<file path="config.mk">
export PLATFORM = sky130hd
export DESIGN_NAME = i2c_addr_match
export DESIGN_NICKNAME = d
export VERILOG_FILES = /design/src/rtl/i2cam_pkg.sv /design/src/rtl/i2cam_cfg_shadow.sv /design/src/rtl/i2cam_cmp.sv /design/src/rtl/i2cam_seq.sv /design/src/rtl/i2c_addr_match.sv
export SDC_FILE = /design/constraint.sdc
export NUM_CORES = 1
export LEC_CHECK = 0
export ABC_CLOCK_PERIOD_IN_PS = 2090
export BUFFER_PORTS_ARGS = -buffer_cell sky130_fd_sc_hd__buf_2
export CORE_ASPECT_RATIO = 0.8
export CORE_MARGIN = 2
export CORE_UTILIZATION = 35
export DETAILED_ROUTE_END_ITERATION = 8
export PLACE_DENSITY = 0.62
export SLEW_MARGIN = 20
export SYNTH_ARGS = -nofsm -noshare
export SYNTH_HDL_FRONTEND = slang
export SYNTH_SLANG_ARGS = --single-unit
</file>
<file path="constraint.sdc">
create_clock -name clk -period 2.09 [get_ports clk]
set_input_delay 0.1045 -clock clk [delete_from_list [all_inputs] [get_ports clk]]
set_output_delay 0.1045 -clock clk [all_outputs]
set_load 0.01 [all_outputs]
</file>
<file path="src/rtl/i2cam_pkg.sv">
// Shared types and constants for the masked I2C address matcher.
// Assumes standard I2C framing: 8-bit bytes and the 10-bit address prefix.
package i2cam_pkg;
    typedef enum logic [1:0] {
        PH_IDLE  = 2'd0,  // after STOP: bytes ignored
        PH_FIRST = 2'd1,  // waiting for the first address byte
        PH_LOW   = 2'd2,  // 10-bit: waiting for the second byte
        PH_DONE  = 2'd3   // decision taken, bytes ignored
    } phase_t;

    localparam logic [4:0] TEN_PREFIX = 5'b11110;
endpackage

</file>
<file path="src/rtl/i2cam_cfg_shadow.sv">
// Holds the configuration used by the current transfer.
// The live inputs are copied at each START. Reset gives 7-bit mode,
// address 0 and a mask of all ones.
module i2cam_cfg_shadow #(
    parameter int ADDR_W = 10
) (
    input  logic              clk,
    input  logic              rst_n,
    input  logic              start_evt,
    input  logic              cfg_ten_bit,
    input  logic [ADDR_W-1:0] cfg_addr,
    input  logic [ADDR_W-1:0] cfg_mask,
    output logic              sh_ten_bit,
    output logic [ADDR_W-1:0] sh_addr,
    output logic [ADDR_W-1:0] sh_mask
);
    // Capture the live configuration when a START is seen.
    always_ff @(posedge clk) begin
        if (!rst_n) begin
            sh_ten_bit <= 1'b0;
            sh_addr    <= '0;
            sh_mask    <= '1;
        end else if (start_evt) begin
            sh_ten_bit <= cfg_ten_bit;
            sh_addr    <= cfg_addr;
            sh_mask    <= cfg_mask;
        end
    end
endmodule

</file>
<file path="src/rtl/i2cam_cmp.sv">
// Combinational masked compare of one received byte against the shadow address.
// Gives three verdicts: the 7-bit byte, the 10-bit first byte and the 10-bit
// second byte. Assumes BYTE_W = 8 and ADDR_W = 10, as the bus defines them.
module i2cam_cmp
    import i2cam_pkg::*;
#(
    parameter int BYTE_W = 8,
    parameter int ADDR_W = 10
) (
    input  logic [BYTE_W-1:0] rx_byte,
    input  logic [ADDR_W-1:0] sh_addr,
    input  logic [ADDR_W-1:0] sh_mask,
    output logic              hit_7b,
    output logic              hit_hi,
    output logic              hit_lo
);
    localparam int HI_W  = ADDR_W - BYTE_W;
    localparam int PFX_W = BYTE_W - HI_W - 1;

    logic [BYTE_W-1:0] miss_lo;
    logic [HI_W-1:0]   miss_hi;

    // A bit misses when it is compared and differs.
    for (genvar n = 0; n < BYTE_W; n++) begin : g_lo
        assign miss_lo[n] = sh_mask[n] & (rx_byte[n] ^ sh_addr[n]);
    end

    // The top address bits sit just above the direction bit of the first byte.
    for (genvar k = 0; k < HI_W; k++) begin : g_hi
        assign miss_hi[k] = sh_mask[BYTE_W+k] & (rx_byte[k+1] ^ sh_addr[BYTE_W+k]);
    end

    // Reduce the per-bit misses to the three verdicts.
    always_comb begin
        hit_7b = ~|miss_lo[BYTE_W-1:1];
        hit_lo = ~|miss_lo;
        hit_hi = (rx_byte[BYTE_W-1 -: PFX_W] == TEN_PREFIX) && ~|miss_hi;
    end
endmodule

</file>
<file path="src/rtl/i2cam_seq.sv">
// Address phase sequencer. Follows START, STOP and byte strobes, and registers
// the hit and direction one clock after the deciding byte. STOP wins over START,
// and START wins over a byte strobe in the same cycle.
module i2cam_seq
    import i2cam_pkg::*;
(
    input  logic clk,
    input  logic rst_n,
    input  logic byte_vld,
    input  logic rx_lsb,
    input  logic start_evt,
    input  logic stop_evt,
    input  logic sh_ten_bit,
    input  logic hit_7b,
    input  logic hit_hi,
    input  logic hit_lo,
    output logic addr_hit,
    output logic rw_bit,
    output logic seq_busy
);
    phase_t phase_q;
    logic   ten_done_q;  // a full 10-bit match since the last STOP

    // Advance the address phase and register the decision.
    always_ff @(posedge clk) begin
        if (!rst_n) begin
            phase_q    <= PH_FIRST;
            addr_hit   <= 1'b0;
            rw_bit     <= 1'b0;
            ten_done_q <= 1'b0;
        end else if (stop_evt) begin
            phase_q    <= PH_IDLE;
            addr_hit   <= 1'b0;
            rw_bit     <= 1'b0;
            ten_done_q <= 1'b0;
        end else if (start_evt) begin
            phase_q  <= PH_FIRST;
            addr_hit <= 1'b0;
            rw_bit   <= 1'b0;
        end else if (byte_vld) begin
            case (phase_q)
                PH_FIRST: begin
                    phase_q <= PH_DONE;
                    if (!sh_ten_bit) begin
                        ten_done_q <= 1'b0;
                        if (hit_7b) begin
                            addr_hit <= 1'b1;
                            rw_bit   <= rx_lsb;
                        end
                    end else if (!hit_hi) begin
                        ten_done_q <= 1'b0;
                    end else if (rx_lsb) begin
                        if (ten_done_q) begin
                            addr_hit <= 1'b1;
                            rw_bit   <= 1'b1;
                        end
                    end else begin
                        ten_done_q <= 1'b0;
                        phase_q    <= PH_LOW;
                    end
                end
                PH_LOW: begin
                    phase_q <= PH_DONE;
                    if (hit_lo) begin
                        addr_hit   <= 1'b1;
                        rw_bit     <= 1'b0;
                        ten_done_q <= 1'b1;
                    end
                end
                default: ;
            endcase
        end
    end

    assign seq_busy = (phase_q == PH_LOW);

    // a START or STOP clears every output in the next cycle.
    a_r9_events_clear: assert property (@(posedge clk) disable iff (!rst_n)
        (start_evt || stop_evt) |=> (!addr_hit && !rw_bit && !seq_busy));
    // a hit holds until a START or STOP.
    a_r8_hit_holds: assert property (@(posedge clk) disable iff (!rst_n)
        (addr_hit && !start_evt && !stop_evt) |=> addr_hit);
    // a hit only rises after a byte strobe.
    a_r8_hit_after_byte: assert property (@(posedge clk) disable iff (!rst_n)
        $rose(addr_hit) |-> $past(byte_vld));
    // a read direction is only reported with a hit.
    a_r2_rw_with_hit: assert property (@(posedge clk) disable iff (!rst_n)
        rw_bit |-> addr_hit);
    // busy only in 10-bit mode and never together with a hit.
    a_r5_busy_ten_only: assert property (@(posedge clk) disable iff (!rst_n)
        seq_busy |-> (sh_ten_bit && !addr_hit));
endmodule

</file>
<file path="src/rtl/i2c_addr_match.sv">
// Top of the masked I2C slave address matcher. Takes bytes, START and STOP
// pulses from a bus shifter and reports whether this slave is addressed.
// Assumes one-cycle event pulses and standard widths (8-bit byte, 10-bit address).
module i2c_addr_match #(
    parameter int BYTE_W = 8,
    parameter int ADDR_W = 10
) (
    input  logic              clk,
    input  logic              rst_n,
    input  logic              byte_vld,
    input  logic [BYTE_W-1:0] byte_dat,
    input  logic              start_evt,
    input  logic              stop_evt,
    input  logic              cfg_ten_bit,
    input  logic [ADDR_W-1:0] cfg_addr,
    input  logic [ADDR_W-1:0] cfg_mask,
    output logic              addr_hit,
    output logic              rw_bit,
    output logic              seq_busy
);
    logic              sh_ten_bit;
    logic [ADDR_W-1:0] sh_addr;
    logic [ADDR_W-1:0] sh_mask;
    logic              hit_7b, hit_hi, hit_lo;

    i2cam_cfg_shadow #(.ADDR_W(ADDR_W)) u_shadow (
        .clk(clk), .rst_n(rst_n), .start_evt(start_evt),
        .cfg_ten_bit(cfg_ten_bit), .cfg_addr(cfg_addr), .cfg_mask(cfg_mask),
        .sh_ten_bit(sh_ten_bit), .sh_addr(sh_addr), .sh_mask(sh_mask)
    );

    i2cam_cmp #(.BYTE_W(BYTE_W), .ADDR_W(ADDR_W)) u_cmp (
        .rx_byte(byte_dat), .sh_addr(sh_addr), .sh_mask(sh_mask),
        .hit_7b(hit_7b), .hit_hi(hit_hi), .hit_lo(hit_lo)
    );

    i2cam_seq u_seq (
        .clk(clk), .rst_n(rst_n), .byte_vld(byte_vld), .rx_lsb(byte_dat[0]),
        .start_evt(start_evt), .stop_evt(stop_evt), .sh_ten_bit(sh_ten_bit),
        .hit_7b(hit_7b), .hit_hi(hit_hi), .hit_lo(hit_lo),
        .addr_hit(addr_hit), .rw_bit(rw_bit), .seq_busy(seq_busy)
    );
endmodule

</file>
Yosys cells after proc, flatten, opt, wreduce, memory -nomap -nowiden. Cells that the tools add are included.

Bits in registers: 26. Bits of input ports: 34. Output and inout port bits: 3.

Equal/unequal tests: 9. Muxes and demuxes: 22. Bitwise logic cells: 22. Reduce and logical (&&, ||, !) cells: 14.

Operators with widths (number): two-way mux 1 bit (16); bitwise AND 1 bit (10); XOR 1 bit (10); OR reduction 8 bit (1); AND reduction 7 bit (1); OR reduction 7 bit (1); != test 3 x 2 -> 1 bit (second input constant) (2); != test 3 bit (second input constant) (2); one-hot mux 1 bit (2 select lines) (3); equality test 5 bit (second input constant) (1); AND reduction 5 bit (1); two-way mux 2 bit (2); != test 4 bit (second input constant) (1); one-hot mux 2 bit (2 select lines) (1); AND reduction 2 bit (2); nonzero test 4 bit (1); OR reduction 2 bit (2); nonzero test 3 bit (1); OR reduction 3 bit (1); equality test 2 x 1 -> 1 bit (second input constant) (1); equality test 2 bit (second input constant) (1); != test 2 bit (second input constant) (1); NOT 1 bit (2); nonzero test 2 bit (1); other kinds (2) (2).

Logic depth before layout (Yosys ltp). Gate-level depths: netlist of the first run.

Depth after elaboration: 11. Depth in mapped cells: 7. Depth with buffers taken out: 7.

Modules after synthesis. A second synthesis of the first run with hierarchy kept.

Cells, all modules: 121. Area, all modules: 1275.0 um^2.

Modules (own cells, without submodules): i2cam_cfg_shadow (instances 1, cells each 68, area each 787.0 um^2, sequential area each 420.4 um^2); i2cam_seq (instances 1, cells each 33, area each 325.3 um^2, sequential area each 100.1 um^2); i2cam_cmp (instances 1, cells each 20, area each 162.7 um^2, sequential area each 0.0 um^2).

Least setup slack after synthesis of the first run. No wires, ideal clock.

Kind: flip-flop to flip-flop. Start point: register u_shadow.sh_addr[8]. End point: register u_seq.rw_bit. Library setup time: 0.117 ns. Arrival: 1.524 ns. Required time: 1.973 ns. Path slack: 0.449 ns. Stages on the path, launching flop included: 6. Path buffers: 0. Period minus slack after synthesis: 1.641 ns. Cell sequence: dfxtp_1 > xor2_1 > a22o_1 > o31a_1 > a211o_1 > a32o_1.

Word-level cells in the longest chain between the ends: 7.

Ends and longest elaborated chain: start, declared (line i2cam_cfg_shadow.sv:14) `output logic [ADDR_W-1:0] sh_addr,`; start signal, assigned (line i2cam_cfg_shadow.sv:25) `sh_addr <= cfg_addr;`; XOR 1 bit (line i2cam_cmp.sv:30) `assign miss_hi[k] = sh_mask[BYTE_W+k] & (rx_byte[k+1] ^ sh_addr[BYTE_W+k]);`; bitwise AND 1 bit (line i2cam_cmp.sv:30); OR reduction 2 bit (line i2cam_cmp.sv:37) `hit_hi = (rx_byte[BYTE_W-1 -: PFX_W] == TEN_PREFIX) && ~|miss_hi;`; logical NOT 1 bit (line i2cam_cmp.sv:37); logical AND 1 bit (line i2cam_cmp.sv:37); != test 3 x 2 -> 1 bit (no source line); AND reduction 7 bit (no source line); end signal, assigned (line i2cam_seq.sv:48) `rw_bit <= rx_lsb;`; end, declared (line i2cam_seq.sv:18) `output logic rw_bit,`.

Every way passes these cells. A chain may end at the register's enable or synchronous reset.

Worst setup path in the final report of the first run.
Start point: register u_shadow.sh_addr[5]. End point: register u_seq.rw_bit.

Word-level cells in the longest chain between the ends: 5.

Ends and longest elaborated chain: XOR 1 bit (*) (line i2cam_cmp.sv:25) `assign miss_lo[n] = sh_mask[n] & (rx_byte[n] ^ sh_addr[n]);`; bitwise AND 1 bit (*) (line i2cam_cmp.sv:25); OR reduction 7 bit or OR reduction 8 bit (tied branches) (line i2cam_cmp.sv:35, i2cam_cmp.sv:36); != test 3 bit (no source line) or != test 2 bit (tied branches); AND reduction 7 bit (no source line) (*).

Mark *: on every way between the ends. The rest lies on a longest branch, timed or not.

==> results of run 1 <==
==> cell type report <==
cell class                 count  area, sq um  area share (%)
tap                           40         50.0            3.40
timing repair buffer          37          188            12.8
clock buffer                   4         55.1            3.74
sequential                    26          520            35.4
inverter                       4         15.0            1.02
multi-input combinational     87          642            43.7
==> layout by cell type (no fill, tap or decap), types with 2 or more instances in the layout <==
cell type,Yosys,final
buf_2,1,36
mux2i_1,21,21
inv_1,4,4
xor2_1,10,10
dfxtp_1,26,26
nor2b_1,13,13
a21oi_1,4,4
ha_1,2,2
nand2_1,14,14
nor2_1,4,4
clkbuf_8,0,4
a22oi_1,2,2
nand2b_1,2,2
==> sequential cells by signal, summed over array words and instances, names as in the netlist <==
name                 cells
u_seq.addr_hit           1
u_shadow.sh_ten_bit      1
u_shadow.sh_addr        10
u_seq.rw_bit             1
u_shadow.sh_mask        10
u_seq.ten_done_q         1
u_seq.phase_q            2
==> logic make-up (layout without fill, tap and decap cells) <==
logic type                 count (synthesis)  after routing
AOI/OAI and AO/OA                         16             16
adders and majority gates                  2              2
xor gates and xnor gates                  10             10
buffers and inverters                      9             45
and+or+nand+nor                           38             38
DFF                                       26             26
muxes                                     21             21
==> per-layer routing <==
metal | global-route usage [%] | vias to the layer above
met3 | 4.67 | 2
met2 | 23.2 | 18
li1 | - | 496
met5 | 0 | -
met1 | 17.1 | 444
met4 | 2.52 | 0
==> power breakdown <==
group / switching [mW] / internal, mW
logic: 0.0693 / 0.0756
clock network: 0.147 / 0.168
registers: 0.0198 / 0.522
total: 0.236 / 0.766
==> worst paths after layout <==
path | end | start | slack [ns]
worst min-delay path | u_seq.phase_q[0]$_SDFFE_PN1P_ | stop_evt | 0.03
worst max register to register | u_seq.rw_bit$_SDFFE_PP0P_ | u_shadow.sh_addr[5]$_SDFFE_PN0P_ | 0.31
worst min register to register | u_seq.addr_hit$_SDFFE_PP0P_ | u_seq.addr_hit$_SDFFE_PP0P_ | 0.46
worst max-delay path | u_seq.rw_bit$_SDFFE_PP0P_ | u_shadow.sh_addr[5]$_SDFFE_PN0P_ | 0.31
==> metrics by stage <==
stage	hold WS (ns)	instance area [sq um]	worst slack (ns)
6_report	0.0290	1470	0.310
5_1_grt	0.0212	1470	0.222
4_1_cts	0.0238	1470	0.296
3_5_place_dp	0.313	1420	0.309
3_3_place_gp	0.307	1420	0.381
2_1_floorplan	0.202	1200	0.449
==> results.tsv, run 1 <==
stage	metric	value	unit
run	drv_cap	0	
critical_path	crit_required	2.25	ns
floorplanning	start_util	37.7	%
logic_synthesis	syn_area	1200	sq um
clock_network	cts_resized	0	
place	dp_hpwl	2080	um
place	place_inst	194	
critical_path	crit_path_start_kind	flop	
finish	num_antenna_cells	0	
logic_synthesis	synthAdderAreaFrac	2.09	%
place	port_buffers	36	
clock_network	postCtsHoldBufs	0	
clock_network	cts-root-buf	clkbuf_8	
global_route	grt_usage	13.7	%
critical_path	cp_max_fo	2	
critical_path	slowest_delay	0.41	ns
sta	hold_viol	0	
critical_path	crit_buf_inv	0	
logic_synthesis	synth_top_area_share	43.5	%
logic_synthesis	synth_nets	158	
worst_hold_path	hold_path.class	input pin to flop	
clock_network	clkLatencyLatePin	0.26	ns
sta	rsz0062_at_grt	false	
routing	wl_met2	1220	um
global_route	grt_start_max_net_pins	24	
sta	fmax	562	MHz
finish	utilization	46.3	%
critical_path	crit_type	flop to flop	
critical_path	reg2reg_depth	5	
clock_network	cts_tree	built	
logic_synthesis	synth_top_flop_cell	dfxtp_1	
logic_synthesis	netlist_top_cells_area	dfxtp_1 43%, mux2i_1 18%, xor2_1 7.3%, nor2b_1 6.8%, nand2_1 4.4%	
floorplanning	die_height	56.3	um
clock_network	numCtsBuffers	3	
logic_synthesis	synth_commonest_cells	26 x dfxtp_1, 21 x mux2i_1, 14 x nand2_1	
logic_synthesis	synth_top_family_by_area	multiplexers	
logic_synthesis	post-synth-top-count-cell	dfxtp_1	
logic_synthesis	syn_inst	122	
clock_network	clk_pin_slew_worst_paths	0.08	ns
global_route	grt_overflow_total	0	
sta	maxSlewViolCount	0	
routing	drt-met1-wl	1270	um
routing	top_layer	met4	
logic_synthesis	ys_ff_latch	26	
critical_path	cp-end-kind	flop	
finish	finalNetCount	195	
finish	drive_above_1_share	26.6	%
critical_path	critical-path-top-delay-family	compound AO/OA/AOI/OAI gates	
finish	syn2layout_area_growth	22.8	%
global_route	grt_pass1_wl	4230	um
global_route	antenna_found_initial	0	
floorplanning	std_cell_rows	18	
sta	skew	0.000976	ns
logic_synthesis	synth_xor_xnor_area_share	7.31	%
critical_path	cp_num_cells	5	
routing	dr_wl_met3	94	um
pwr	power.total	1.00	mW
logic_synthesis	yosysSeqAreaShare	43.5	%
sta	post-route-period-util	85.2	%
logic_synthesis	async_reset_ff_share	0	%
sta	post-route-min-period	1.78	ns
clock_network	cts_buffer_depth	2	
routing	drtIter0Drc	28	
sta	tns	0	ns
clock_network	postCtsSetupBuffers	0	
logic_synthesis	syn_area_per_cell	9.81	sq um
logic_synthesis	muxShareOfSynthArea	17.6	%
critical_path	slowest_stage	a222oi_1	
critical_path	path_cells	xor2_1 -> a222oi_1 -> a41oi_1 -> a211o_1 -> a32o_1	
global_route	grt_pass1_vias	948	
pwr	vdd_drop_max	0.418	mV
clock_network	clock_sinks	26	
routing	routed_wl	2590	um
routing	drt.antenna.violating_nets	0	
clock_network	ctsHtreeMaxLevel	1	
logic_synthesis	synth-compound-area-share	9.93	%
logic_synthesis	yosysUniqueCellTypes	29	
routing	firstDrtPassIters	4	
sta	worst_pin_slew	0.431	ns
pwr	cellLeakagePower	0.708	nW
routing	num_vias	960	
logic_synthesis	synth-warning-count	0	
routing	wl_per_cell	13.1	um
pwr	p_per_area	681	nW/um^2
floorplanning	core	3180	sq um
logic_synthesis	yosysTopAreaCell	dfxtp_1	
finish	nFillCells	332	
run_status	outcome	finished, final reports clean	
logic_synthesis	synthSimpleGateAreaFrac	16.7	%
finish	final_cells	198	
floorplanning	dieArea	3910	sq um
critical_path	arrival	1.94	ns
worst_hold_path	holdPathStages	2	
routing	drc	0	
floorplanning	ios	37	
sta	maxSlewHeadroom	71.3	%
sta	setup_viol	0	
routing	vias_per_cell	4.85	
logic_synthesis	synth_edf_count	0	
place	place_congestion	0.811	
floorplanning	die_x	69.4	um
No activity file was read; power rests on OpenSTA's default activity.
==> run 2, diff against run 1 <==
- CELL_PAD_IN_SITES_DETAIL_PLACEMENT: unset -> 1
- CELL_PAD_IN_SITES_GLOBAL_PLACEMENT: unset -> 1
- PLACE_DENSITY: 0.62 -> 0.78
==> run 2 against run 1 <==
  * Cell count unchanged
  * First-iteration DRC count increased by 18%
  * Sequential power about the same
  * Largest cell class unchanged
  * Highest routed layer unchanged
==> results.tsv, run 2 (synthesis gave the netlist of run 1 again) <==
stage	metric	value	unit	change
critical_path	crit_path_start_kind	flop		unchanged
place	place_congestion	0.876		was 0.811
run	drv_cap	0		unchanged
sta	hold_slack	0.0213	ns	was 0.0290 ns
critical_path	cp_max_fo	2		unchanged
clock_network	cts-root-buf	clkbuf_8		unchanged
routing	num_vias	995		was 960
finish	final_cell_mix	36 x buf_2, 26 x dfxtp_1, 21 x mux2i_1		unchanged
clock_network	clkLatencyLatePin	0.27	ns	was 0.26 ns
critical_path	arrival	1.98	ns	was 1.94 ns
routing	firstDrtPassIters	4		unchanged
floorplanning	start_util	37.7	%	unchanged
global_route	grt_pass1_wl	4960	um	was 4230 um
global_route	grt_usage	15.9	%	was 13.7%
routing	drt.antenna.violating_nets	0		unchanged
global_route	antenna_found_initial	0		unchanged
finish	syn2layout_area_growth	24.1	%	was 22.8%
sta	maxSlewViolCount	0		unchanged
finish	nFillCells	382		was 332
place	port_buffers	36		unchanged
routing	drtIter0Drc	33		was 28
finish	register_area	520	sq um	unchanged
floorplanning	dieArea	3910	sq um	unchanged
clock_network	cts_buffer_depth	2		unchanged
global_route	use_met3	3.95	%	was 4.67%
sta	skew	0.00568	ns	was 0.000976 ns
floorplanning	die_height	56.3	um	unchanged
clock_network	cts_tree	built		unchanged
sta	setup_viol	0		unchanged
sta	post-route-min-period	1.80	ns	was 1.78 ns
place	dp_hpwl	2300	um	was 2080 um
floorplanning	core	3180	sq um	unchanged
critical_path	crit_type	flop to flop		unchanged
worst_hold_path	hold_path.class	input pin to flop		unchanged
sta	fmax	555	MHz	was 562 MHz
sta	rsz0062_at_grt	false		unchanged
floorplanning	die_x	69.4	um	unchanged
global_route	grt_most_used_layer	met2		unchanged
clock_network	postCtsHoldBufs	0		unchanged
pwr	p_per_area	743	nW/um^2	was 681 nW/um^2
finish	reg.largest.list	u_shadow.sh_addr (10), u_shadow.sh_mask (10), u_seq.phase_q (2)		unchanged
clock_network	clk_pin_slew_worst_paths	0.09	ns	was 0.08 ns
finish	multi_input_area	642	sq um	unchanged
sta	hold_viol	0		unchanged
floorplanning	ios	37		unchanged
sta	worst_pin_slew	0.391	ns	was 0.431 ns
pwr	cellLeakagePower	0.715	nW	was 0.708 nW
sta	maxSlewHeadroom	73.9	%	was 71.3%
critical_path	cp-end-kind	flop		unchanged
finish	drive_above_1_share	26.6	%	unchanged
clock_network	postCtsSetupBuffers	0		unchanged
finish	num_antenna_cells	0		unchanged
routing	drc	0		unchanged
critical_path	crit_required	2.26	ns	was 2.25 ns
routing	routed_wl	2970	um	was 2590 um
clock_network	clock_sinks	26		unchanged
global_route	met1_usage	19.9	%	was 17.1%
finish	finalNetCount	195		unchanged
sta	post-route-period-util	86.3	%	was 85.2%
global_route	grt_start_max_net_pins	24		unchanged
routing	vias_per_cell	5.03		was 4.85
clock_network	ctsHtreeMaxLevel	1		unchanged
global_route	use_met2	27.7	%	was 23.2%
routing	wl_per_cell	15.0	um	was 13.1 um
clock_network	numCtsBuffers	3		unchanged
pwr	vdd_drop_max	0.339	mV	was 0.418 mV
run_status	outcome	finished, final reports clean		unchanged
finish	final_common_cell	buf_2		unchanged
floorplanning	std_cell_rows	18		unchanged
sta	tns	0	ns	unchanged
global_route	grt_pass1_vias	1060		was 948
global_route	grt_overflow_total	0		unchanged
clock_network	cts_resized	0		unchanged
[run 2: changes by cell type in the layout (fill, tap and decap cells not counted)]
| cell | change |
|---|---|
| bufinv_16 | +1 |
| clkbuf_8 | -1 |
[run 2: worst max-delay path, stage by stage (launching register included)]
cell      delay (ns)
dfxtp_1         0.33
xor2_1          0.16
a222oi_1        0.42
a41oi_1         0.21
a211o_1         0.32
a32o_1          0.26
[run 2: final timing paths]
path                                    start                            end  slack (ns)  depth (start not counted)
max          u_shadow.sh_addr[5]$_SDFFE_PN0P_      u_seq.rw_bit$_SDFFE_PP0P_        0.29                          5
max reg2reg  u_shadow.sh_addr[5]$_SDFFE_PN0P_      u_seq.rw_bit$_SDFFE_PP0P_        0.29                          5
min reg2reg       u_seq.addr_hit$_SDFFE_PP0P_    u_seq.addr_hit$_SDFFE_PP0P_        0.47                          2
min                                  stop_evt  u_seq.phase_q[0]$_SDFFE_PN1P_        0.02                          2
[run 2: layout make-up]
cell class	instances	share of cell area, %
inverter	4	1.01
sequential	26	35.0
clock inverter	1	2.02
timing repair buffer	37	12.6
clock buffer	3	2.78
multi-input combinational	87	43.2
tap	40	3.37
[run 2: through the flow]
| stage | instances | area [sq um] | setup slack, ns | util, % | total power, mW |
|---|---|---|---|---|---|
| global route | 198 | 1490 | 0.179 | 46.8 | 1.16 |
| CTS | 198 | 1490 | 0.266 | 46.8 | 1.12 |
| floorplan | 122 | 1200 | 0.449 | - | 0.639 |
| detailed placement | 194 | 1420 | 0.284 | 44.6 | 0.702 |
| finish | 198 | 1490 | 0.287 | 46.8 | 1.10 |
| global placement | 194 | 1420 | 0.374 | 44.6 | 0.694 |
[run 2: routing by layer]
| layer | share of wire, % | vias up |
|---|---|---|
| met2 | 49 | 23 |
| li1 | - | 492 |
| met3 | 3.9 | 2 |
| met1 | 46 | 478 |
| met5 | 0 | - |
| met4 | 0.71 | 0 |
[run 2: where the power goes]
group / leakage [nW] / switching, mW / internal [mW] / total [mW]
logic: 0.465 / 0.0734 / 0.0756 / 0.149
clock network: 0.0357 / 0.157 / 0.256 / 0.414
registers: 0.215 / 0.0198 / 0.522 / 0.542
total: 0.715 / 0.251 / 0.854 / 1.10
